--- src/rtl/tlpmb_pkg.sv ---
package tlpmb_pkg;
    localparam int REG_W  = 32;
    localparam int BEAT_W = 64;

    localparam int OFS_TX_LO  = 'h00;
    localparam int OFS_TX_HI  = 'h04;
    localparam int OFS_TX_CTL = 'h08;
    localparam int OFS_STATUS = 'h10;
    localparam int OFS_RX_LO  = 'h14;
    localparam int OFS_RX_HI  = 'h18;

    typedef struct packed {
        logic [BEAT_W-1:0] data;
        logic              eop;
        logic              sop;
    } beat_t;

    localparam int ENTRY_W = $bits(beat_t);
endpackage

--- src/rtl/tlpmb_fifo.sv ---
module tlpmb_fifo #(
    parameter int WIDTH = 66,
    parameter int DEPTH = 8
) (
    input  logic             clk,
    input  logic             rst_n,
    input  logic             push,
    input  logic [WIDTH-1:0] wdata,
    input  logic             pop,
    output logic [WIDTH-1:0] head,
    output logic             full,
    output logic             empty
);
    localparam int PTR_W = (DEPTH > 1) ? $clog2(DEPTH) : 1;
    localparam int CNT_W = $clog2(DEPTH + 1);
    localparam logic [PTR_W-1:0] LAST = PTR_W'(DEPTH - 1);

    typedef struct packed {
        logic [PTR_W-1:0] wptr;
        logic [PTR_W-1:0] rptr;
        logic [CNT_W-1:0] cnt;
    } fifo_st_t;

    fifo_st_t st_d, st_q;
    logic [WIDTH-1:0] mem_q [DEPTH];
    logic do_push, do_pop;

    always_comb begin
        st_d    = st_q;
        full    = (st_q.cnt == CNT_W'(DEPTH));
        empty   = (st_q.cnt == '0);
        do_push = push && !full;
        do_pop  = pop && !empty;
        if (do_push) begin
            st_d.wptr = (st_q.wptr == LAST) ? '0 : st_q.wptr + 1'b1;
        end
        if (do_pop) begin
            st_d.rptr = (st_q.rptr == LAST) ? '0 : st_q.rptr + 1'b1;
        end
        case ({do_push, do_pop})
            2'b10:   st_d.cnt = st_q.cnt + 1'b1;
            2'b01:   st_d.cnt = st_q.cnt - 1'b1;
            default: st_d.cnt = st_q.cnt;
        endcase
        head = mem_q[st_q.rptr];
    end

    always_ff @(posedge clk) begin
        if (!rst_n) st_q <= '0;
        else        st_q <= st_d;
    end

    always_ff @(posedge clk) begin
        if (do_push) mem_q[st_q.wptr] <= wdata;
    end
endmodule

--- src/rtl/tlpmb_txstage.sv ---
module tlpmb_txstage
    import tlpmb_pkg::*;
#(
    parameter int ADDR_W = 8
) (
    input  logic              clk,
    input  logic              rst_n,
    input  logic              reg_wr,
    input  logic [ADDR_W-1:0] reg_addr,
    input  logic [REG_W-1:0]  reg_wdata,
    input  logic              q_full,
    output logic              push,
    output beat_t             beat,
    output logic              ovf
);
    typedef struct packed {
        logic [REG_W-1:0] lo;
        logic [REG_W-1:0] hi;
        logic             ovf;
    } stage_t;

    stage_t st_d, st_q;

    always_comb begin
        st_d = st_q;
        push = 1'b0;
        if (reg_wr) begin
            if (reg_addr == ADDR_W'(OFS_TX_LO)) st_d.lo = reg_wdata;
            if (reg_addr == ADDR_W'(OFS_TX_HI)) st_d.hi = reg_wdata;
            if (reg_addr == ADDR_W'(OFS_TX_CTL)) begin
                push = 1'b1;
                if (q_full) st_d.ovf = 1'b1;
            end
        end
        beat.data = {st_q.hi, st_q.lo};
        beat.sop  = reg_wdata[0];
        beat.eop  = reg_wdata[1];
        ovf       = st_q.ovf;
    end

    always_ff @(posedge clk) begin
        if (!rst_n) st_q <= '0;
        else        st_q <= st_d;
    end
endmodule

--- src/rtl/tlpmb_rxread.sv ---
module tlpmb_rxread
    import tlpmb_pkg::*;
#(
    parameter int ADDR_W = 8
) (
    input  logic              clk,
    input  logic              rst_n,
    input  logic              reg_rd,
    input  logic [ADDR_W-1:0] reg_addr,
    input  beat_t             head,
    input  logic              q_empty,
    output logic              pop,
    output logic [REG_W-1:0]  rdata,
    output logic              rvalid
);
    typedef struct packed {
        logic [REG_W-1:0] rdata;
        logic             rvalid;
    } rd_t;

    rd_t st_d, st_q;
    logic [REG_W-1:0] mux;

    always_comb begin
        mux = '0;
        if (reg_addr == ADDR_W'(OFS_STATUS)) begin
            mux[0] = !q_empty;
            mux[1] = !q_empty && head.eop;
        end else if (reg_addr == ADDR_W'(OFS_RX_LO)) begin
            mux = q_empty ? '0 : head.data[REG_W-1:0];
        end else if (reg_addr == ADDR_W'(OFS_RX_HI)) begin
            mux = q_empty ? '0 : head.data[2*REG_W-1:REG_W];
        end
        pop          = reg_rd && (reg_addr == ADDR_W'(OFS_RX_HI)) && !q_empty;
        st_d.rvalid  = reg_rd;
        st_d.rdata   = reg_rd ? mux : '0;
        rdata        = st_q.rdata;
        rvalid       = st_q.rvalid;
    end

    always_ff @(posedge clk) begin
        if (!rst_n) st_q <= '0;
        else        st_q <= st_d;
    end
endmodule

--- src/rtl/tlpmb_mailbox.sv ---
module tlpmb_mailbox
    import tlpmb_pkg::*;
#(
    parameter int ADDR_W   = 8,
    parameter int TX_DEPTH = 8,
    parameter int RX_DEPTH = 8
) (
    input  logic              clk,
    input  logic              rst_n,
    input  logic              reg_wr,
    input  logic              reg_rd,
    input  logic [ADDR_W-1:0] reg_addr,
    input  logic [31:0]       reg_wdata,
    output logic [31:0]       reg_rdata,
    output logic              reg_rvalid,
    output logic              tx_valid,
    input  logic              tx_ready,
    output logic [63:0]       tx_data,
    output logic              tx_sop,
    output logic              tx_eop,
    output logic              tx_ovf,
    input  logic              rx_valid,
    output logic              rx_ready,
    input  logic [63:0]       rx_data,
    input  logic              rx_sop,
    input  logic              rx_eop
);
    beat_t tx_in, tx_head, rx_in, rx_head;
    logic  tx_push, tx_full, tx_empty;
    logic  rx_pop, rx_full, rx_empty;

    tlpmb_txstage #(.ADDR_W(ADDR_W)) u_txstage (
        .clk(clk), .rst_n(rst_n), .reg_wr(reg_wr), .reg_addr(reg_addr),
        .reg_wdata(reg_wdata), .q_full(tx_full), .push(tx_push),
        .beat(tx_in), .ovf(tx_ovf)
    );

    tlpmb_fifo #(.WIDTH(ENTRY_W), .DEPTH(TX_DEPTH)) u_txq (
        .clk(clk), .rst_n(rst_n), .push(tx_push), .wdata(tx_in),
        .pop(tx_valid && tx_ready), .head(tx_head),
        .full(tx_full), .empty(tx_empty)
    );

    always_comb begin
        tx_valid   = !tx_empty;
        tx_data    = tx_head.data;
        tx_sop     = tx_head.sop;
        tx_eop     = tx_head.eop;
        rx_ready   = !rx_full;
        rx_in.data = rx_data;
        rx_in.sop  = rx_sop;
        rx_in.eop  = rx_eop;
    end

    tlpmb_fifo #(.WIDTH(ENTRY_W), .DEPTH(RX_DEPTH)) u_rxq (
        .clk(clk), .rst_n(rst_n), .push(rx_valid && rx_ready), .wdata(rx_in),
        .pop(rx_pop), .head(rx_head), .full(rx_full), .empty(rx_empty)
    );

    tlpmb_rxread #(.ADDR_W(ADDR_W)) u_rxread (
        .clk(clk), .rst_n(rst_n), .reg_rd(reg_rd), .reg_addr(reg_addr),
        .head(rx_head), .q_empty(rx_empty), .pop(rx_pop),
        .rdata(reg_rdata), .rvalid(reg_rvalid)
    );
endmodule

--- config.mk ---
export PLATFORM = sky130hd
export DESIGN_NAME = tlpmb_mailbox
export DESIGN_NICKNAME = d
export VERILOG_FILES = /design/src/rtl/tlpmb_pkg.sv /design/src/rtl/tlpmb_fifo.sv /design/src/rtl/tlpmb_txstage.sv /design/src/rtl/tlpmb_rxread.sv /design/src/rtl/tlpmb_mailbox.sv
export SDC_FILE = /design/constraint.sdc
export NUM_CORES = 1
export LEC_CHECK = 0
export ABC_CLOCK_PERIOD_IN_PS = 17260
export BUFFER_PORTS_ARGS = -buffer_cell sky130_fd_sc_hd__clkbuf_2
export CAP_MARGIN = 20
export CORE_UTILIZATION = 25
export DETAILED_ROUTE_END_ITERATION = 10
export PLACE_DENSITY_LB_ADDON = 0.2
export SLEW_MARGIN = 30
export SYNTH_ARGS = -nofsm -noshare
export SYNTH_HDL_FRONTEND = slang
export SYNTH_HIERARCHICAL = 1
export SYNTH_SLANG_ARGS = --single-unit
--- constraint.sdc ---
create_clock -name clk -period 17.26 [get_ports clk]
set_clock_uncertainty 0.1 [all_clocks]
set_input_delay 2.589 -clock clk [delete_from_list [all_inputs] [get_ports clk]]
set_output_delay 2.589 -clock clk [all_outputs]
set_load 0.005 [all_outputs]
==> out/qor.json, run 1 <==
{
  "sta": {
    "timing.final.setup_violations": 0,
    "final-max-slew-violation-count": 0,
    "rsz0062_at_grt": "no",
    "hold_violations": 0,
    "totalNegativeSetupSlack_ps": 0,
    "fin_crit_ps": 6120,
    "layout_worst_path_cycle_share": 0.354,
    "slew_headroom": 0.374,
    "tightestPinTransition_ps": 940,
    "max_freq_ghz": 0.163
  },
  "grt": {
    "grt.met2_usage": 0.231,
    "grt_busiest_layer": "met2",
    "met3_global_route_usage": 0.0290,
    "grt.total_usage": 0.128,
    "antenna_found_initial": 17,
    "first_global_vias": 22600,
    "grt.met1_usage": 0.152,
    "grt-ovfl-total": 0,
    "grt_start_max_net_pins": 108,
    "grt_pass1_wl_mm": 164
  },
  "drt": {
    "via_per_inst": 4.32,
    "detail_route.drc_violations": 8,
    "finalWirelength_mm": 115,
    "wire_per_inst_microns": 24.1,
    "first_pass_iters": 9,
    "drtIter0Drc": 1267,
    "antenna_violating_nets_post_route": 0,
    "via_count": 20700
  },
  "die": {
    "floorplan.die_area_sq_um": 180000,
    "std_cell_rows": 154,
    "die_w_microns": 424,
    "design.core.area_sq_um": 176000,
    "io-pin-count": 214,
    "initial_core_utilization": 0.252,
    "die_h_microns": 424
  },
  "worst_setup_path": {
    "worst-path-max-fanout": 40,
    "worstReg2RegStart": "u_rxq/st_q[0]",
    "critical_path.startpoint_type": "flop",
    "timing.reg2reg.setup_slack_ps": 13790,
    "timing_worst_setup_path_type": "flop to output port",
    "worst_ep_arrival_time_ps": 3430,
    "worst_setup_path_end_kind": "output port",
    "cp_data_required_time_ps": 14570
  },
  "power": {
    "max-vdd-ir-drop_mv": 0.0900,
    "power-per-cell-area_nw_per_um2": 114,
    "total_power_mw": 6.02,
    "power_leakage_nw": 17.4
  },
  "layout": {
    "layout-area-overhead-vs-synth_pct": 18.6,
    "drive_above_1_share": 0.360,
    "layout.nets": 2458,
    "fin_area_sq_um": 52800,
    "fill_cells": 17300
  },
  "clock_tree": {
    "post_cts_hold_buffer_count": 0,
    "cts_resized": 0,
    "clock_tree.htree_level_count": 4,
    "clock_tree.buffer_depth": 3,
    "cts_inserted_buffers": 134,
    "root_buffer": "clkbuf_16",
    "clk-insertion-delay-late_ps": 780,
    "clkSlewWorstSetupHoldPaths_ps": 60,
    "cts_setup_buffers": 0,
    "cts_tree": "yes",
    "cts.sink_count": 1172
  },
  "logic_synthesis": {
    "average_cell_area_after_synthesis_sq_um": 21.7,
    "synthesis.yosys.warnings": 6,
    "synthesis.nets": 2175,
    "netlist_area_sq_um": 44600,
    "postSynthCellCount": 2049
  },
  "status": {
    "failing_checks": "DRC",
    "status": "finished, violations left"
  },
  "hold_path": {
    "hold_path_startpoint": "u_txstage/ovf",
    "holdCritPathClass": "flop to flop"
  },
  "placed_design": {
    "port_buffers": 212,
    "dp_hpwl_mm": 63.4,
    "placed_area_sq_um": 48400,
    "gp_weighted_congestion": 0.673
  },
  "flow_run": {
    "maxCapViolCount": 0
  }
}
==> power breakdown <==
group	switching [mW]	total, mW	internal, mW
Sequential	0.00732	3.10	3.09
Combinational	0.0706	0.108	0.0372
Clock	1.19	2.81	1.63
Total	1.26	6.02	4.76
==> cell usage in the layout (no fill, tap or decap), types with 28 or more instances in the layout <==
master / n
mux2i_1: 71
mux4_2: 262
nand2_1: 111
clkbuf_16: 135
clkbuf_2: 211
edfxtp_1: 1048
clkbuf_1: 48
buf_4: 43
a22oi_1: 30
nor2_1: 28
mux2_2: 133
dfxtp_1: 118
==> per-stage QoR <==
step           hold WS, ps  instances   util  setup slack (ps)
2_1_floorplan          367       2049      -              6750
3_3_place_gp           394       4532  0.274             11070
3_5_place_dp           396       4535  0.274             11040
4_1_cts                411       4781  0.299             10910
5_1_grt                429       4783  0.299             10830
6_report               404       4785  0.299             11140
==> final cells by class <==
cell class	instances	area [sq um]	share of cell area
sequential	1172	34000	0.643
multi-input combinational	757	9950	0.188
clock buffer	190	3650	0.0692
tap	2340	2930	0.0554
timing repair buffer	262	1530	0.0289
clock inverter	56	766	0.0145
inverter	5	18.8	0.000355
antenna	3	7.51	0.000142
==> state kept, by name, summed over array words and instances (netlist names), named ones only <==
register / flops
u_rxq/st_q: 10
u_rxread/rdata: 32
u_txq/mem_q: 528
u_rxq/mem_q: 520
u_txq/st_q: 10
u_rxread/rvalid: 1
u_txstage/ovf: 1
u_txstage/beat: 64
==> routing by layer <==
metal	routed length (microns)	share of wire
met1	46300	0.40
met3	4960	0.043
met2	61100	0.53
met5	147	0.0013
met4	2510	0.022
==> worst paths after layout <==
kind,to,depth (start not counted)
setup reg to reg,u_rxq/mem_q[0][12],7
setup / recovery,tx_data[10],4
hold reg to reg,u_txstage/ovf,2
hold / removal,u_txstage/ovf,2
==> critical path, stage by stage (launching register included) <==
cell      delay [ps]
dfxtp_4          710
buf_4            770
mux4_2           620
mux2_2           330
clkbuf_2         160
Power figures use the tool's default switching activity.
==> run 2: changes to the inputs <==
--- a/config.mk
+++ b/config.mk
@@ -5,7 +5,8 @@
 export SDC_FILE = /design/constraint.sdc
 export NUM_CORES = 1
 export LEC_CHECK = 0
-export ABC_CLOCK_PERIOD_IN_PS = 17260
+export ABC_AREA = 1
+export ABC_CLOCK_PERIOD_IN_PS = 6200
 export BUFFER_PORTS_ARGS = -buffer_cell sky130_fd_sc_hd__clkbuf_2
 export CAP_MARGIN = 20
 export CORE_UTILIZATION = 25
==> constraint.sdc (replaced) <==
create_clock -name clk -period 6.2 [get_ports clk]
set_clock_uncertainty 0.1 [all_clocks]
set_input_delay 0.93 -clock clk [delete_from_list [all_inputs] [get_ports clk]]
set_output_delay 0.93 -clock clk [all_outputs]
set_load 0.005 [all_outputs]
==> out/qor.json, run 2 <==
{
  "status": {
    "status": "finished, final reports clean"
  },
  "die": {
    "std_cell_rows": {"value": 157, "change": "+1.9%"},
    "design.core.area": {"value": 184000, "unit": "sq um", "change": "+4.1%"},
    "floorplan.die_area": {"value": 187000, "unit": "sq um", "change": "+4.1%"},
    "die_h": {"value": 433, "unit": "microns", "change": "+2.0%"},
    "die_w": {"value": 433, "unit": "microns", "change": "+2.0%"},
    "initial_core_utilization": {"value": 0.253, "change": "about the same"},
    "io-pin-count": {"value": 214, "change": "unchanged"}
  },
  "clock_tree": {
    "cts_inserted_buffers": {"value": 121, "change": "-9.7%"},
    "clk-insertion-delay-late": {"value": 750, "unit": "ps", "change": "-30 ps"},
    "cts_tree": "yes",
    "cts_resized": {"value": 0, "change": "unchanged"},
    "root_buffer": "clkbuf_16",
    "cts_setup_buffers": {"value": 0, "change": "unchanged"},
    "post_cts_hold_buffer_count": {"value": 0, "change": "unchanged"},
    "cts.sink_count": {"value": 1172, "change": "unchanged"},
    "clock_tree.buffer_depth": {"value": 3, "change": "unchanged"},
    "clock_tree.htree_level_count": {"value": 3, "change": "-1"},
    "clkSlewWorstSetupHoldPaths": {"value": 60, "unit": "ps", "change": "about the same"}
  },
  "drt": {
    "first_pass_iters": {"value": 5, "change": "-4"},
    "via_per_inst": {"value": 4.41, "change": "+2.0%"},
    "finalWirelength": {"value": 132, "unit": "mm", "change": "+15%"},
    "antenna_violating_nets_post_route": {"value": 0, "change": "unchanged"},
    "detail_route.drc_violations": {"value": 0, "change": "-8"},
    "drtIter0Drc": {"value": 1907, "change": "+51%"},
    "via_count": {"value": 28500, "change": "+38%"},
    "wire_per_inst": {"value": 20.5, "unit": "microns", "change": "-15%"}
  },
  "logic_synthesis": {
    "average_cell_area_after_synthesis": {"value": 12.5, "unit": "sq um", "change": "-43%"},
    "synthesis.nets": {"value": 3850, "change": "+77%"},
    "synthesis.yosys.warnings": {"value": 6, "change": "unchanged"},
    "postSynthCellCount": {"value": 3724, "change": "+82%"},
    "netlist_area": {"value": 46400, "unit": "sq um", "change": "+4.1%"}
  },
  "sta": {
    "fin_crit_ps": 4420,
    "final-max-slew-violation-count": {"value": 0, "change": "unchanged"},
    "rsz0062_at_grt": "no",
    "totalNegativeSetupSlack": {"value": 0, "unit": "ps", "change": "unchanged"},
    "hold_violations": {"value": 0, "change": "unchanged"},
    "layout_worst_path_cycle_share": 0.714,
    "slew_headroom": {"value": 0.386, "change": "+0.0124"},
    "tightestPinTransition": {"value": 921, "unit": "ps", "change": "-18.5 ps"},
    "max_freq_ghz": 0.226,
    "timing.final.setup_violations": {"value": 0, "change": "unchanged"},
    "layout_setup_ws": {"value": 1780, "unit": "ps", "change": "-9370 ps"}
  },
  "power": {
    "power_frac_clock": {"value": 0.441, "change": "-0.026"},
    "max-vdd-ir-drop": {"value": 0.223, "unit": "mV", "change": "+150%"},
    "p_sw_frac": {"value": 0.214, "change": "+0.00398"},
    "power-per-cell-area": {"value": 306, "unit": "nW/um^2", "change": "+170%"},
    "internal-power": {"value": 13.0, "unit": "mW", "change": "+170%"},
    "power_leakage": {"value": 19.4, "unit": "nW", "change": "+11%"},
    "power_switching": {"value": 3.54, "unit": "mW", "change": "+180%"},
    "comb_power_share": {"value": 0.032, "change": "+0.014"},
    "power_frac_seq": {"value": 0.528, "change": "+0.013"}
  },
  "worst_setup_path": {
    "worst_setup_path_end_kind": "output port",
    "worst-path-max-fanout": {"value": 118, "change": "+200%"},
    "timing_worst_setup_path_type": "flop to output port",
    "cp_data_required_time": {"value": 5170, "unit": "ps", "change": "-9400 ps"},
    "critical_path.startpoint_type": "flop",
    "timing.reg2reg.setup_slack": {"value": 2470, "unit": "ps", "change": "-11320 ps"},
    "worst_ep_arrival_time": {"value": 3390, "unit": "ps", "change": "-40 ps"}
  },
  "grt": {
    "grt_pass1_wl": {"value": 192, "unit": "mm", "change": "+17%"},
    "first_global_vias": {"value": 27800, "change": "+23%"},
    "grt_start_max_net_pins": {"value": 193, "change": "+79%"},
    "grt-ovfl-total": {"value": 0, "change": "unchanged"},
    "antenna_found_initial": {"value": 28, "change": "+11"},
    "grt.total_usage": {"value": 0.139, "change": "+0.0105"}
  },
  "placed_design": {
    "placed_area": {"value": 50000, "unit": "sq um", "change": "+3.4%"},
    "dp_worst_setup_slack": {"value": 2180, "unit": "ps", "change": "-8860 ps"},
    "port_buffers": {"value": 212, "change": "unchanged"},
    "gp_weighted_congestion": {"value": 0.723, "change": "+7.4%"},
    "dp_hpwl": {"value": 73.2, "unit": "mm", "change": "+15%"}
  },
  "hold_path": {
    "hold_path_startpoint": "rx_data[57]",
    "holdCritPathClass": "primary input to flop"
  },
  "layout": {
    "register_area": {"value": 34000, "unit": "sq um", "change": "about the same"},
    "fin_area": {"value": 54100, "unit": "sq um", "change": "+2.4%"},
    "most_frequent_standard_cell_in_the_layout_excluding_fill_and_tap_cells": "edfxtp_1",
    "layout.nets": {"value": 4007, "change": "+63%"},
    "largest_reg_flops": {"value": 528, "change": "unchanged"},
    "largest_register": "u_txq/mem_q",
    "drive_above_1_share": {"value": 0.132, "change": "-0.227"},
    "mostFrequentLayoutCells": "edfxtp_1 (1048), nor2_1 (618), nand2_1 (530)",
    "layout-area-overhead-vs-synth_pct": 16.6,
    "combined_area_of_the_multi_input_logic_cells": {"value": 10900, "unit": "sq um", "change": "+9.9%"},
    "fill_cells": {"value": 18700, "change": "+8.5%"}
  },
  "flow_run": {
    "maxCapViolCount": {"value": 0, "change": "unchanged"}
  }
}
run 2: path summary, 6_finish.rpt:
kind                         to  cells past startpoint
max                 tx_data[26]                      9
min          u_rxq/mem_q[4][59]                      1
max reg2reg   u_rxread/rdata[4]                     10
min reg2reg       u_txstage/ovf                      2
run 2: stage by stage:
step	utilization	instances	total power [mW]	hold slack, ps
2_1_floorplan	-	3724	9.19	354
3_3_place_gp	0.272	6217	9.44	355
3_5_place_dp	0.272	6221	9.45	356
4_1_cts	0.294	6451	16.8	280
5_1_grt	0.294	6457	17.2	306
6_report	0.294	6460	16.6	353
run 2: cell type report:
class,count,area share
flip-flops and latches,1172,0.628
inverters,89,0.00648
well taps,2464,0.0570
repair buffers,269,0.0319
diodes,8,0.000370
multi-input cells,2228,0.202
clock inverters,63,0.00988
clock buffers,167,0.0641
run 2: critical path: stages, from the launching register on:
cell      delay, ps
dfxtp_4         610
buf_12          400
buf_16          380
nor2_1          110
nor2_1          100
o21ai_0          80
o21ai_0         110
nand2_1          60
nand2_1         270
clkbuf_2        170
run 2: per-layer routing:
layer / up-vias / track usage / routed length, microns
met5: - / 0 / 160
met4: 24 / 0.0379 / 3280
met3: 213 / 0.0288 / 6230
met2: 568 / 0.237 / 65200
met1: 14100 / 0.177 / 57400
li1: 13600 / - / -
run 2: power by group through the flow:
stage	combinational (mW)	clock, mW	sequential, mW
floorplan	0.263	0	8.92
global placement	0.535	0	8.91
detailed placement	0.540	0	8.91
CTS	0.542	7.53	8.74
global route	0.587	7.81	8.75
finish	0.525	7.30	8.74
